--- src/rtl/sr_status_pkg.sv ---
package sr_status_pkg;
  localparam int ST_W       = 8;
  localparam int ST_TXRDY   = 0;
  localparam int ST_RXRDY   = 1;
  localparam int ST_TXEMPTY = 2;
  localparam int ST_PE      = 3;
  localparam int ST_OE      = 4;
  localparam int ST_FE      = 5;
  localparam int ST_SYNC    = 6;
  localparam int ST_DSR     = 7;
  // sticky error flags occupy contiguous status bits starting at ST_PE
  localparam int N_ERR      = 3;
  localparam int ERR_PAR    = 0;
  localparam int ERR_OVR    = 1;
  localparam int ERR_FRM    = 2;
endpackage

--- src/rtl/sr_rst_sync.sv ---
module sr_rst_sync #(
  parameter int STAGES = 2
) (
  input  logic clk,
  input  logic arst_n,
  output logic rst_n_o
);
  logic [STAGES-1:0] sync_q;
  logic [STAGES-1:0] sync_d;

  always_comb begin
    sync_d = {sync_q[STAGES-2:0], 1'b1};
  end

  always_ff @(posedge clk or negedge arst_n) begin
    if (!arst_n) sync_q <= '0;
    else         sync_q <= sync_d;
  end

  assign rst_n_o = sync_q[STAGES-1];
endmodule

--- src/rtl/sr_sticky_flag.sv ---
module sr_sticky_flag (
  input  logic clk,
  input  logic rst_n,
  input  logic set_i,
  input  logic clr_i,
  output logic flag_o
);
  logic flag_q;
  logic flag_d;

  // set has priority so an error raised during a clear is not lost
  always_comb begin
    flag_d = set_i | (flag_q & ~clr_i);
  end

  always_ff @(posedge clk or negedge rst_n) begin
    if (!rst_n) flag_q <= 1'b0;
    else        flag_q <= flag_d;
  end

  assign flag_o = flag_q;
endmodule

--- src/rtl/sr_rx_flags.sv ---
module sr_rx_flags #(
  parameter int DATA_W = 8
) (
  input  logic              clk,
  input  logic              rst_n,
  input  logic              rx_done_i,
  input  logic [DATA_W-1:0] rx_char_i,
  input  logic              rd_strobe_i,
  output logic              rxrdy_o,
  output logic              overrun_o,
  output logic [DATA_W-1:0] data_o
);
  logic              rxrdy_q, rxrdy_d;
  logic [DATA_W-1:0] data_q, data_d;
  logic              data_en;

  always_comb begin
    rxrdy_d   = rx_done_i | (rxrdy_q & ~rd_strobe_i);
    overrun_o = rx_done_i & rxrdy_q & ~rd_strobe_i;
    data_en   = rx_done_i;
    data_d    = data_en ? rx_char_i : data_q;
  end

  always_ff @(posedge clk or negedge rst_n) begin
    if (!rst_n) begin
      rxrdy_q <= 1'b0;
      data_q  <= '0;
    end else begin
      rxrdy_q <= rxrdy_d;
      data_q  <= data_d;
    end
  end

  assign rxrdy_o = rxrdy_q;
  assign data_o  = data_q;
endmodule

--- src/rtl/sr_tx_flags.sv ---
module sr_tx_flags (
  input  logic clk,
  input  logic rst_n,
  input  logic hold_load_i,
  input  logic hold_xfer_i,
  input  logic shift_idle_i,
  output logic txrdy_o,
  output logic txempty_o
);
  logic txrdy_q, txrdy_d;
  logic empty_q, empty_d;

  always_comb begin
    txrdy_d = txrdy_q;
    if (hold_load_i)      txrdy_d = 1'b0;
    else if (hold_xfer_i) txrdy_d = 1'b1;

    empty_d = empty_q;
    if (hold_xfer_i)       empty_d = 1'b0;
    else if (shift_idle_i) empty_d = 1'b1;
  end

  always_ff @(posedge clk or negedge rst_n) begin
    if (!rst_n) begin
      txrdy_q <= 1'b1;
      empty_q <= 1'b1;
    end else begin
      txrdy_q <= txrdy_d;
      empty_q <= empty_d;
    end
  end

  assign txrdy_o   = txrdy_q;
  assign txempty_o = empty_q;
endmodule

--- src/rtl/sr_status_reg.sv ---
module sr_status_reg
  import sr_status_pkg::*;
#(
  parameter int DATA_W      = 8,
  parameter int ERR_RST_BIT = 4,
  parameter int RST_STAGES  = 2
) (
  input  logic              clk,
  input  logic              rst_n,
  input  logic              rx_done_i,
  input  logic [DATA_W-1:0] rx_char_i,
  input  logic              rx_stop_bad_i,
  input  logic              rx_par_bad_i,
  input  logic              cpu_rd_data_i,
  input  logic              cmd_wr_i,
  input  logic [7:0]        cmd_i,
  input  logic              tx_hold_load_i,
  input  logic              tx_hold_xfer_i,
  input  logic              tx_shift_idle_i,
  input  logic              sync_det_i,
  input  logic              dsr_i,
  output logic [ST_W-1:0]   status_o,
  output logic [DATA_W-1:0] rx_data_o
);
  logic             rst_n_sync;
  logic             rxrdy, overrun_evt;
  logic             txrdy, txempty;
  logic [N_ERR-1:0] err_set;
  logic [N_ERR-1:0] err_q;
  logic             err_clr;
  logic [7:0]       cmd_unused;

  assign cmd_unused = cmd_i;

  sr_rst_sync #(.STAGES(RST_STAGES)) u_rst_sync (
    .clk     (clk),
    .arst_n  (rst_n),
    .rst_n_o (rst_n_sync)
  );

  sr_rx_flags #(.DATA_W(DATA_W)) u_rx (
    .clk         (clk),
    .rst_n       (rst_n_sync),
    .rx_done_i   (rx_done_i),
    .rx_char_i   (rx_char_i),
    .rd_strobe_i (cpu_rd_data_i),
    .rxrdy_o     (rxrdy),
    .overrun_o   (overrun_evt),
    .data_o      (rx_data_o)
  );

  sr_tx_flags u_tx (
    .clk          (clk),
    .rst_n        (rst_n_sync),
    .hold_load_i  (tx_hold_load_i),
    .hold_xfer_i  (tx_hold_xfer_i),
    .shift_idle_i (tx_shift_idle_i),
    .txrdy_o      (txrdy),
    .txempty_o    (txempty)
  );

  always_comb begin
    err_set          = '0;
    err_set[ERR_PAR] = rx_done_i & rx_par_bad_i;
    err_set[ERR_OVR] = overrun_evt;
    err_set[ERR_FRM] = rx_done_i & rx_stop_bad_i;
    err_clr          = cmd_wr_i & cmd_i[ERR_RST_BIT];
  end

  for (genvar gi = 0; gi < N_ERR; gi++) begin : g_err
    sr_sticky_flag u_flag (
      .clk    (clk),
      .rst_n  (rst_n_sync),
      .set_i  (err_set[gi]),
      .clr_i  (err_clr),
      .flag_o (err_q[gi])
    );
  end

  always_comb begin
    status_o                    = '0;
    status_o[ST_TXRDY]          = txrdy;
    status_o[ST_RXRDY]          = rxrdy;
    status_o[ST_TXEMPTY]        = txempty;
    status_o[ST_PE +: N_ERR]    = err_q;
    status_o[ST_SYNC]           = sync_det_i;
    status_o[ST_DSR]            = dsr_i;
  end
endmodule

--- config.mk ---
export PLATFORM = sky130hd
export DESIGN_NAME = sr_status_reg
export DESIGN_NICKNAME = d
export VERILOG_FILES = /design/src/rtl/sr_status_pkg.sv /design/src/rtl/sr_rst_sync.sv /design/src/rtl/sr_sticky_flag.sv /design/src/rtl/sr_rx_flags.sv /design/src/rtl/sr_tx_flags.sv /design/src/rtl/sr_status_reg.sv
export SDC_FILE = /design/constraint.sdc
export NUM_CORES = 1
export LEC_CHECK = 0
export ABC_AREA = 0
export BUFFER_PORTS_ARGS = -buffer_cell sky130_fd_sc_hd__buf_2
export CORE_UTILIZATION = 35
export DETAILED_ROUTE_END_ITERATION = 7
export PLACE_DENSITY = 0.71
export SYNTH_ARGS = -nofsm -noshare
export SYNTH_HDL_FRONTEND = slang
export SYNTH_HIERARCHICAL = 1
export SYNTH_SLANG_ARGS = --single-unit
--- constraint.sdc ---
create_clock -name clk -period 0.8 [get_ports clk]
set_input_delay 0.04 -clock clk [delete_from_list [all_inputs] [get_ports clk]]
set_output_delay 0.04 -clock clk [all_outputs]
set_load 0.05 [all_outputs]
After elaboration in Yosys (flattened, before gate mapping)
Index checks and enable logic that the tools add are counted.
{ "totals": {"n_memories": 0, "output_inout_bits": 16, "regBits": 16, "latch_bits": 0, "mem_bits_ro": 0, "input_bits": 28, "mem_bits_rw": 0, "word_cells": 29} }
{ "classes": {"n_mul": 0, "n_reduce_logical": 2, "n_eq_ne": 0, "mux": 4, "n_div": 0, "shifts": 0, "add_sub_neg": 0, "order_cmp": 0, "bitwise_logic": 15} }
{ "op_table": {"columns": ["operator", "n"], "rows": [
  ["1-bit AND", 9],
  ["1-bit two-way mux", 4],
  ["1-bit bitwise OR", 4],
  ["2-bit nonzero test", 2],
  ["1-bit NOT", 2]
]} }

Longest topological paths before layout
Gate-level depths: netlist (run 1).
{ "logic_depth": {"word_depth": 4, "ltp_mapped": 3, "ltp_nobuf": 3} }

Cells and area by module
The synthesis (run 1) kept the hierarchy.
{ "modules_own_cells": {"columns": ["module", "area_per_inst_um2", "instances", "seq_area_each_um2", "cells_per_inst"], "rows": [
  ["sr_rx_flags", 376.6, 1, 225.2, 21],
  ["sr_sticky_flag", 36.3, 3, 25.0, 3],
  ["sr_tx_flags", 72.6, 1, 52.6, 4],
  ["sr_status_reg", 56.3, 1, 0.0, 8],
  ["sr_rst_sync", 53.8, 1, 50.0, 3]
]} }

Worst setup path before layout (run 1)
OpenSTA, ideal clock, no wires.
{ "synth_path": {"path_type": "register to register", "startpoint": "register, netlist name u_rx/data_o[0]", "endpoint": "register u_rx.data_q[0] (netlist: u_rx/data_o[0])", "n_path_buf": 0, "setup_time_ns": 0.125, "synth_period_minus_slack_ns": 0.994, "required_ns": 0.675, "stages_incl_launch_ff": 2, "arrival_time_ns": 0.869, "setup_slack_ns": -0.194, "cell_sequence": "dfrtp_1 -> mux2_4"} }
{ "synth_rtl": {"columns": ["element", "line_no", "rtl"], "rows": [
  ["end signal: assignment", "sr_rx_flags.sv:30", "data_q <= data_d;"],
  ["end: declaration", "sr_rx_flags.sv:14", "logic [DATA_W-1:0] data_q, data_d;"]
]} }

Final worst setup path (run 1)
{ "layout_path": {"startpoint": "register u_tx.txrdy_q (netlist: u_tx/txrdy_o)", "endpoint": "output status_o[0]"} }
{ "layout_rtl": {"columns": ["element", "line_no", "rtl"], "rows": [
  ["start: declaration", "sr_tx_flags.sv:10", "logic txrdy_q, txrdy_d;"],
  ["start signal: assignment", "sr_tx_flags.sv:28", "txrdy_q <= txrdy_d;"],
  ["end: declaration", "sr_status_reg.sv:22", "output logic [ST_W-1:0] status_o,"]
]} }
No word-level cell between the ends.

==> run metrics, run 1 <==
status=finished, violations left; violated checks=setup timing; RePlAce Congestion=0.580; Worst Reg-to-Reg Cells=3; commonest non-fill, non-tap cells in the layout=18 x buf_2, 14 x buf_6, 12 x dlygate4sd3_1, 11 x dfrtp_2, 8 x mux2_4; clock latency on the worst-skew pair=280 ps; H-Tree Level Count=1; worst setup margin=-212 ps; Final Non-Filler Cells=118; Synth area leader=dfrtp_1; Final Net Count=122; Max Buffers Root-to-Sink=2; WP buf/inv=1; required time worst endpoint=760 ps; Leak=0.000564 uW; RSZ-0062 raised after global routing=yes; Initial Util=37.9%; drt via density=4.09; max cap viols=0; CP peak stage delay=550 ps; die width=45.7 um; via count=483; grt total ovfl=0; All-Layer GR Usage=13.6%; Setup Slack @ Placement=-7.06 ps; clk slew on worst S/H paths=90 ps; Top Ports=44; chip height=45.7 um; Antenna Nets Post-Route=0; Pins Over Slew Limit=0; Final period util=126%; first-pass iteration count of the detailed router=2; Ant. Diodes=0; Synth top area share=52.4%; layout cell share with drive strength beyond 1=71.0%; most common cell after layout, fill and taps aside=buf_2; CP Class=reg -> out; CP cell instances=buf_8; initial antenna violation count=0; met3 WL=70 um; Area contributors post-synth=dfrtp_1 52%, mux2_4 18%, dfstp_2 7.9%; DR DRC count=0; Port-buffer cells=32; wire length of the first global-routing pass=1.93 mm; CP Launch Type=register; hold path depth=3; vias in the first global route=471; WP depth=1; mean area per synthesized cell=14.8 um2; area of the core=1760 um2; CP max FO=2; hpwl dp=758 um; Final Hold Vio Count=0; arrival time at the worst endpoint=970 ps; Layout area overhead=69.5%; clk_skew=3.45 ps; placed instance count=98; critical path capture point type=primary output; P per Cell Area=1890 nW/um2; WL met2=645 um; Rows=15; CP top delay family=flip-flops; CTS tree=yes; routed len/inst=9.99 um; M1 wire length=462 um; total CTS buffers=3; Post-Route WL=1.18 mm; Die ar.=2090 um2; Fmax=0.988 GHz; # setup viols final=17; root buffer cell=clkbuf_4; Slowest cell on crit path=dfstp_2; sequential-to-total area share from yosys stat=60.3%; largest net degree at the start of global routing=13; hold crit path type=in -> reg; clk sink count=16; synthesized area=668 um2; post-synthesis cell type count=13; Syn Nets=73; synthesized instance count=45; fin crit period=1010 ps; YS warnings=6; flop and latch count out of synthesis=16; peak supply drop=1.23 mV; initial DRC count=1; Top Layer Used=met3
[layout make-up]
class,instances,area [um2]
Fill cell,146,632
Timing Repair Buffer,50,428
Sequential cell,16,417
Multi-Input combinational cell,19,205
Clock buffer,4,36.3
Tap cell,25,31.3
Inverter,4,15.0
[sequential cells by signal, indices dropped and copies added, names as in the netlist]
register,cells
g_err.u_flag/flag_o,3
u_rst_sync/sync_q,2
u_rx/data_o,8
u_rx/rxrdy_o,1
u_tx/txempty_o,1
u_tx/txrdy_o,1
[what timing repair did]
item / CTS / global route
hold buffers: 12 / 0
setup buffers: 2 / 2
setup endpoints to repair: 15 / 24
gates resized for setup: 31 / 2
pin swaps: 1 / 1
hold endpoints to repair: 12 / 0
[logic make-up after synthesis]
group	count (synthesis)	synth area share [%]
DFF	16	60.3
buffers and inverters	10	9.55
muxes	8	18.0
AOI/OAI and AO/OA	6	7.68
and+or+nand+nor	4	3.93
other	1	0.561
[worst min-delay path: cells and delay by family]
kind | cells | cell delay, ps
simple gates | 1 | 100
compound gates | 1 | 80
buf+inv | 1 | 70
[Yosys cell counts (all sizes together)]
library cell	count
a21o	4
and2	3
and3	1
buf	6
conb	1
dfrtp	14
dfstp	2
inv	4
mux2	8
o21ba	2
[report_power, final]
group	total, uW	internal [uW]	leakage, uW	switching [uW]
Sequential	954	899	0.000172	54.8
Clock	513	277	0.0000210	236
Combinational	672	322	0.000371	350
Total	2140	1500	0.000564	642
[metrics by stage]
step	power (uW)	area [um2]	hold WS [ps]	utilization (%)	TNS, ps
2_1_floorplan	1370	682	-256	-	-876
3_3_place_gp	1460	840	-173	47.6	-0.0788
3_5_place_dp	1460	840	-174	47.6	-8.34
4_1_cts	2160	1110	29.6	62.9	-1780
5_1_grt	2250	1130	41.6	64.2	-2430
6_report	2140	1130	39.7	64.2	-1680
[routing by layer]
| metal | global-route usage (%) | up-vias |
|---|---|---|
| met5 | 0 | - |
| li1 | - | 235 |
| met3 | 3.57 | 0 |
| met1 | 15.0 | 229 |
| met4 | 7.65 | 0 |
| met2 | 23.4 | 19 |
[final timing paths]
path                                                      from                          endpoint  slack (ps)
worst max-delay path                  u_tx/txrdy_o$_DFFE_PN1P_                       status_o[0]        -210
min in group asynchronous                                rst_n    u_rst_sync/sync_q[0]$_DFF_PN0_          70
max in group asynchronous       u_rst_sync/sync_q[1]$_DFF_PN0_        u_tx/txempty_o$_DFFE_PN1P_         420
worst max register to register      u_tx/txempty_o$_DFFE_PN1P_        u_tx/txempty_o$_DFFE_PN1P_        -100
worst min-delay path                              rx_par_bad_i  g_err[0].u_flag/flag_o$_DFF_PN0_          40
worst min register to register  u_rst_sync/sync_q[1]$_DFF_PN0_  g_err[0].u_flag/flag_o$_DFF_PN0_         180
Power figures use the tool's default switching activity.
==> run 2: changes to the inputs <==
- ABC_CLOCK_PERIOD_IN_PS: not set -> 830
- clock period: 0.8 -> 0.83 ns (I/O delays scaled with it)
==> run metrics, run 2 (synthesized netlist as in run 1, its figures left out) <==
fin crit period=1020 ps; Final Non-Filler Cells=116; peak supply drop=1.11 mV; P per Cell Area=1840 nW/um2; R2R Setup Slk=-60 ps; max cap viols=0; hold crit path type=in -> reg; drt via density=4.05; most common cell after layout, fill and taps aside=buf_2; required time worst endpoint=790 ps; hpwl dp=785 um; Top Ports=44; initial DRC count=0; Die ar.=2090 um2; Slowest cell on crit path=dfstp_2; Fmax=0.983 GHz; vias in the first global route=468; final core utilization=63.1%; CP peak stage delay=560 ps; CP Launch Type=register; layout cell share with drive strength beyond 1=70.3%; placed instance count=97; Initial Util=37.9%; RePlAce Congestion=0.574; violated checks=setup timing; CP max FO=2; wire length of the first global-routing pass=1.81 mm; root buffer cell=clkbuf_4; H-Tree Level Count=1; WP depth=1; Antenna Nets Post-Route=0; Max Buffers Root-to-Sink=2; CP cell instances=buf_8; Worst Setup SP=u_tx/txempty_o$_DFFE_PN1P_; Port-buffer cells=32; arrival time at the worst endpoint=980 ps; status=finished, violations left; CTS tree=yes; All-Layer GR Usage=12.9%; grt total ovfl=0; area of the core=1760 um2; DR DRC count=0; Final period util=123%; # fillers=145; max FFs per register=8; reg2reg start=u_tx/txrdy_o$_DFFE_PN1P_; WP buf/inv=1; routed len/inst=10.4 um; Rows=15; # setup viols final=15; CP Class=reg -> out; Final Net Count=120; Pins Over Slew Limit=0; clk slew on worst S/H paths=90 ps; clock latency on the worst-skew pair=280 ps; Layout area overhead=66.7%; clk_skew=1.67 ps; final setup TNS=-1170 ps; die width=45.7 um; Worst Reg-to-Reg Cells=3; largest net degree at the start of global routing=13; first-pass iteration count of the detailed router=1; Worst R2R End=u_tx/txrdy_o$_DFFE_PN1P_; Worst setup endpoint=status_o[2]; commonest non-fill, non-tap cells in the layout=18 x buf_2, 13 x buf_6, 12 x dlygate4sd3_1, 11 x dfrtp_2, 8 x mux2_4; Leak=0.000553 uW; Ant. Diodes=0; initial antenna violation count=0; chip height=45.7 um; Post-Route WL=1.20 mm; Final Hold Vio Count=0; total CTS buffers=3; CP top delay family=flip-flops; worst setup margin=-187 ps; via count=470; critical path capture point type=primary output; clk sink count=16; RSZ-0062 raised after global routing=yes
-- run 2: cell count changes in the layout (fill, tap and decap cells not counted), sizes merged --
| cell | change |
|---|---|
| buf | -2 |
-- run 2: timing repair --
item	CTS	global route
hold buffers	12	0
gates cloned	0	0
setup buffers	2	1
gates resized for setup	31	1
endpoints found under the setup margin	14	17
pin swaps	0	1
endpoints found under the hold margin	12	0
-- run 2: area by class of cell --
class                   count  area [um2]  area share, %
flip-flops and latches     16         417           37.4
repair buffers             48         409           36.7
multi-input cells          19         205           18.4
clock buffers               4        36.3           3.26
well taps                  25        31.3           2.81
inverters                   4        15.0           1.35
-- run 2: how the worst min path moves through the flow --
stage	start	endpoint	slack [ps]	depth (start not counted)
6_report	rx_par_bad_i	g_err[0].u_flag/flag_o$_DFF_PN0_	50	3
5_1_grt	rx_par_bad_i	g_err[0].u_flag/flag_o$_DFF_PN0_	40	3
4_1_cts	rx_par_bad_i	g_err[0].u_flag/flag_o$_DFF_PN0_	40	3
3_5_place_dp	rst_n	u_rst_sync/sync_q[1]$_DFF_PN0_	-170	1
3_3_place_gp	rst_n	u_rst_sync/sync_q[0]$_DFF_PN0_	-170	1
2_1_floorplan	rst_n	u_rst_sync/sync_q[0]$_DFF_PN0_	-250	0
-- run 2: power by group --
part	switching (uW)	leakage [uW]	internal, uW
clock	224	0.0000210	267
sequential	61.6	0.000172	867
combinational	331	0.000360	301
-- run 2: per-stage QoR --
step / area, um2 / setup WS, ps / total power [uW] / hold slack [ps]
after floorplan: 682 / -79.5 / 1320 / -254
after global placement: 832 / 28.7 / 1400 / -173
after detailed placement: 832 / 18.5 / 1410 / -173
after CTS: 1100 / -200 / 2070 / 35.2
after global routing: 1110 / -221 / 2150 / 41.9
final: 1110 / -187 / 2050 / 46.6
-- run 2: routing by layer --
layer	track usage (%)	routed length (um)
met4	7.65	0
met3	3.57	64
met2	22.9	648
met5	0	0
met1	13.6	488
==> run 3: changes to the inputs <==
- ABC_AREA: 0 -> 1
- ABC_CLOCK_PERIOD_IN_PS: 830 -> 870
- PLACE_DENSITY: 0.71 -> 0.72
- clock period: 0.83 -> 0.87 ns (I/O delays scaled with it)
==> run metrics, run 3 <==
routed len/inst=10.2 um; smallest hold slack=16.3 ps; hold crit path type=in -> reg; RePlAce Congestion=0.639; H-Tree Level Count=1; global-route track usage on met3=2.40%; Final period util=119%; met2 GRT Util=32.2%; area of the core=1730 um2; initial antenna violation count=0; R2R Setup Slk=20 ps; CP cell instances=buf_8; YS warnings=6; grt total ovfl=0; fin crit period=1030 ps; most common cell in the synthesized netlist=nand2_1; CP Class=reg -> out; hpwl dp=928 um; flop and latch count out of synthesis=16; # fillers=163; synthesized instance count=75; largest net degree at the start of global routing=13; Worst Reg-to-Reg Cells=3; Die ar.=2040 um2; status=finished, violations left; max FFs per register=8; Leak=0.000632 uW; layout cell share with drive strength beyond 1=38.6%; peak supply drop=0.939 mV; required time worst endpoint=830 ps; Slowest cell on crit path=dfstp_2; chip height=45.1 um; final setup TNS=-582 ps; root buffer cell=clkbuf_4; worst setup margin=-162 ps; clk slew on worst S/H paths=100 ps; P per Cell Area=1740 nW/um2; critical path capture point type=primary output; Top Ports=44; CP top delay family=flip-flops; Final Hold Vio Count=0; top cells by instance count after synthesis=36 x nand2_1, 14 x dfrtp_1, 10 x inv_1, 5 x buf_4, 5 x nor2_1; CTS tree=yes; commonest non-fill, non-tap cells in the layout=35 x nand2_1, 18 x buf_2, 14 x dfrtp_1, 13 x dlygate4sd3_1, 12 x buf_6; violated checks=setup timing; reg2reg start=u_tx/txempty_o$_DFFE_PN1P_; mean area per synthesized cell=8.67 um2; CP Launch Type=register; CP max FO=2; initial DRC count=8; first-pass iteration count of the detailed router=2; Post-Route WL=1.54 mm; Final Net Count=156; CP peak stage delay=560 ps; wire length of the first global-routing pass=2.38 mm; max cap viols=0; NetSw=629 uW; Fmax=0.969 GHz; Initial Util=37.7%; hold path depth=5; ys flop type=dfrtp_1; arrival time at the worst endpoint=990 ps; met1 GRT Util=16.8%; drt via density=4.03; number of synthesized flops with an enable pin=0; Ant. Diodes=0; synthesized area=651 um2; final core utilization=65.1%; Max Buffers Root-to-Sink=2; GRT busiest layer=met2; clk sink count=16; total CTS buffers=3; clock latency on the worst-skew pair=290 ps; Rows=15; FFs w/ async S/R, synth=100%; # setup viols final=14; sequential-to-total area share from yosys stat=61.9%; placed cell area=801 um2; Area contributors post-synth=dfrtp_1 54%, nand2_1 21%, dfstp_2 8.1%; All-Layer GR Usage=16.7%; Syn Nets=103; clk_skew=0.395 ps; Pins Over Slew Limit=0; post-synthesis cell type count=9; Hold Path Sink=g_err[2].u_flag/flag_o$_DFF_PN0_; Synth top area share=53.8%; vias in the first global route=600; RSZ-0062 raised after global routing=yes; Synth area leader=dfrtp_1; Logic pwr share=30.4%; die width=45.1 um; Layout area overhead=72.9%; Antenna Nets Post-Route=0; Worst R2R End=u_tx/txempty_o$_DFFE_PN1P_; via count=612; most common cell after layout, fill and taps aside=nand2_1; switching share of power=32.2%; DR DRC count=0; final instance area=1120 um2; Hold Startpoint=rx_stop_bad_i; Seq pwr share=44.1%; total power=1960 uW; WP buf/inv=1; Int Power=1330 uW; Port-buffer cells=32; Clock Power Share=25.4%
==> run 3: per-stage QoR <==
stage               setup slack [ps]  cells
floorplan                       37.5     75
global placement                74.0    127
detailed placement              68.3    127
CTS                             -174    147
global route                    -191    152
finish                          -162    152
==> run 3: layout make-up <==
type,count,area (um2),area share (%)
clock buffers,4,36.3,3.23
inverters,11,41.3,3.67
multi-input cells,42,160,14.2
flip-flops and latches,16,403,35.8
well taps,25,31.3,2.78
repair buffers,54,453,40.3
==> run 3: logic make-up after synthesis <==
group	Yosys count	synth area share (%)
AND/OR/NAND/NOR	41	23.7
flip-flops	16	61.9
other	1	0.576
buffers and inverters	17	13.8
==> run 3: worst max path at each step <==
stage               slack, ps  depth (start not counted)                              from                          endpoint
finish                   -160                          1          u_tx/txrdy_o$_DFFE_PN1P_                       status_o[0]
global route             -190                          1          u_tx/txrdy_o$_DFFE_PN1P_                       status_o[0]
CTS                      -170                          1        u_tx/txempty_o$_DFFE_PN1P_                       status_o[2]
detailed placement         70                          1        u_tx/txempty_o$_DFFE_PN1P_                       status_o[2]
global placement           70                          1          u_tx/txrdy_o$_DFFE_PN1P_                       status_o[0]
floorplan                  40                          2  g_err[0].u_flag/flag_o$_DFF_PN0_  g_err[0].u_flag/flag_o$_DFF_PN0_
==> run 3: repair_timing <==
action | in CTS | in global routing
setup buffers | 3 | 5
endpoints found under the setup margin | 14 | 14
hold buffers | 13 | 0
hold endpoints to repair | 14 | 0
gates resized for setup | 30 | 1
==> run 3: power by group through the flow <==
| stage | logic [uW] | registers (uW) | clock network [uW] |
|---|---|---|---|
| after floorplan | 150 | 1040 | 0 |
| after CTS | 559 | 862 | 512 |
| after detailed placement | 419 | 861 | 0 |
| after global routing | 633 | 871 | 540 |
| final | 595 | 863 | 497 |
| after global placement | 412 | 858 | 0 |
==> run 3: layer usage <==
metal | vias to the layer above | wire length [um]
met3 | 4 | 72
li1 | 312 | -
met4 | 0 | 25
met5 | - | 0
met2 | 25 | 872
met1 | 271 | 573
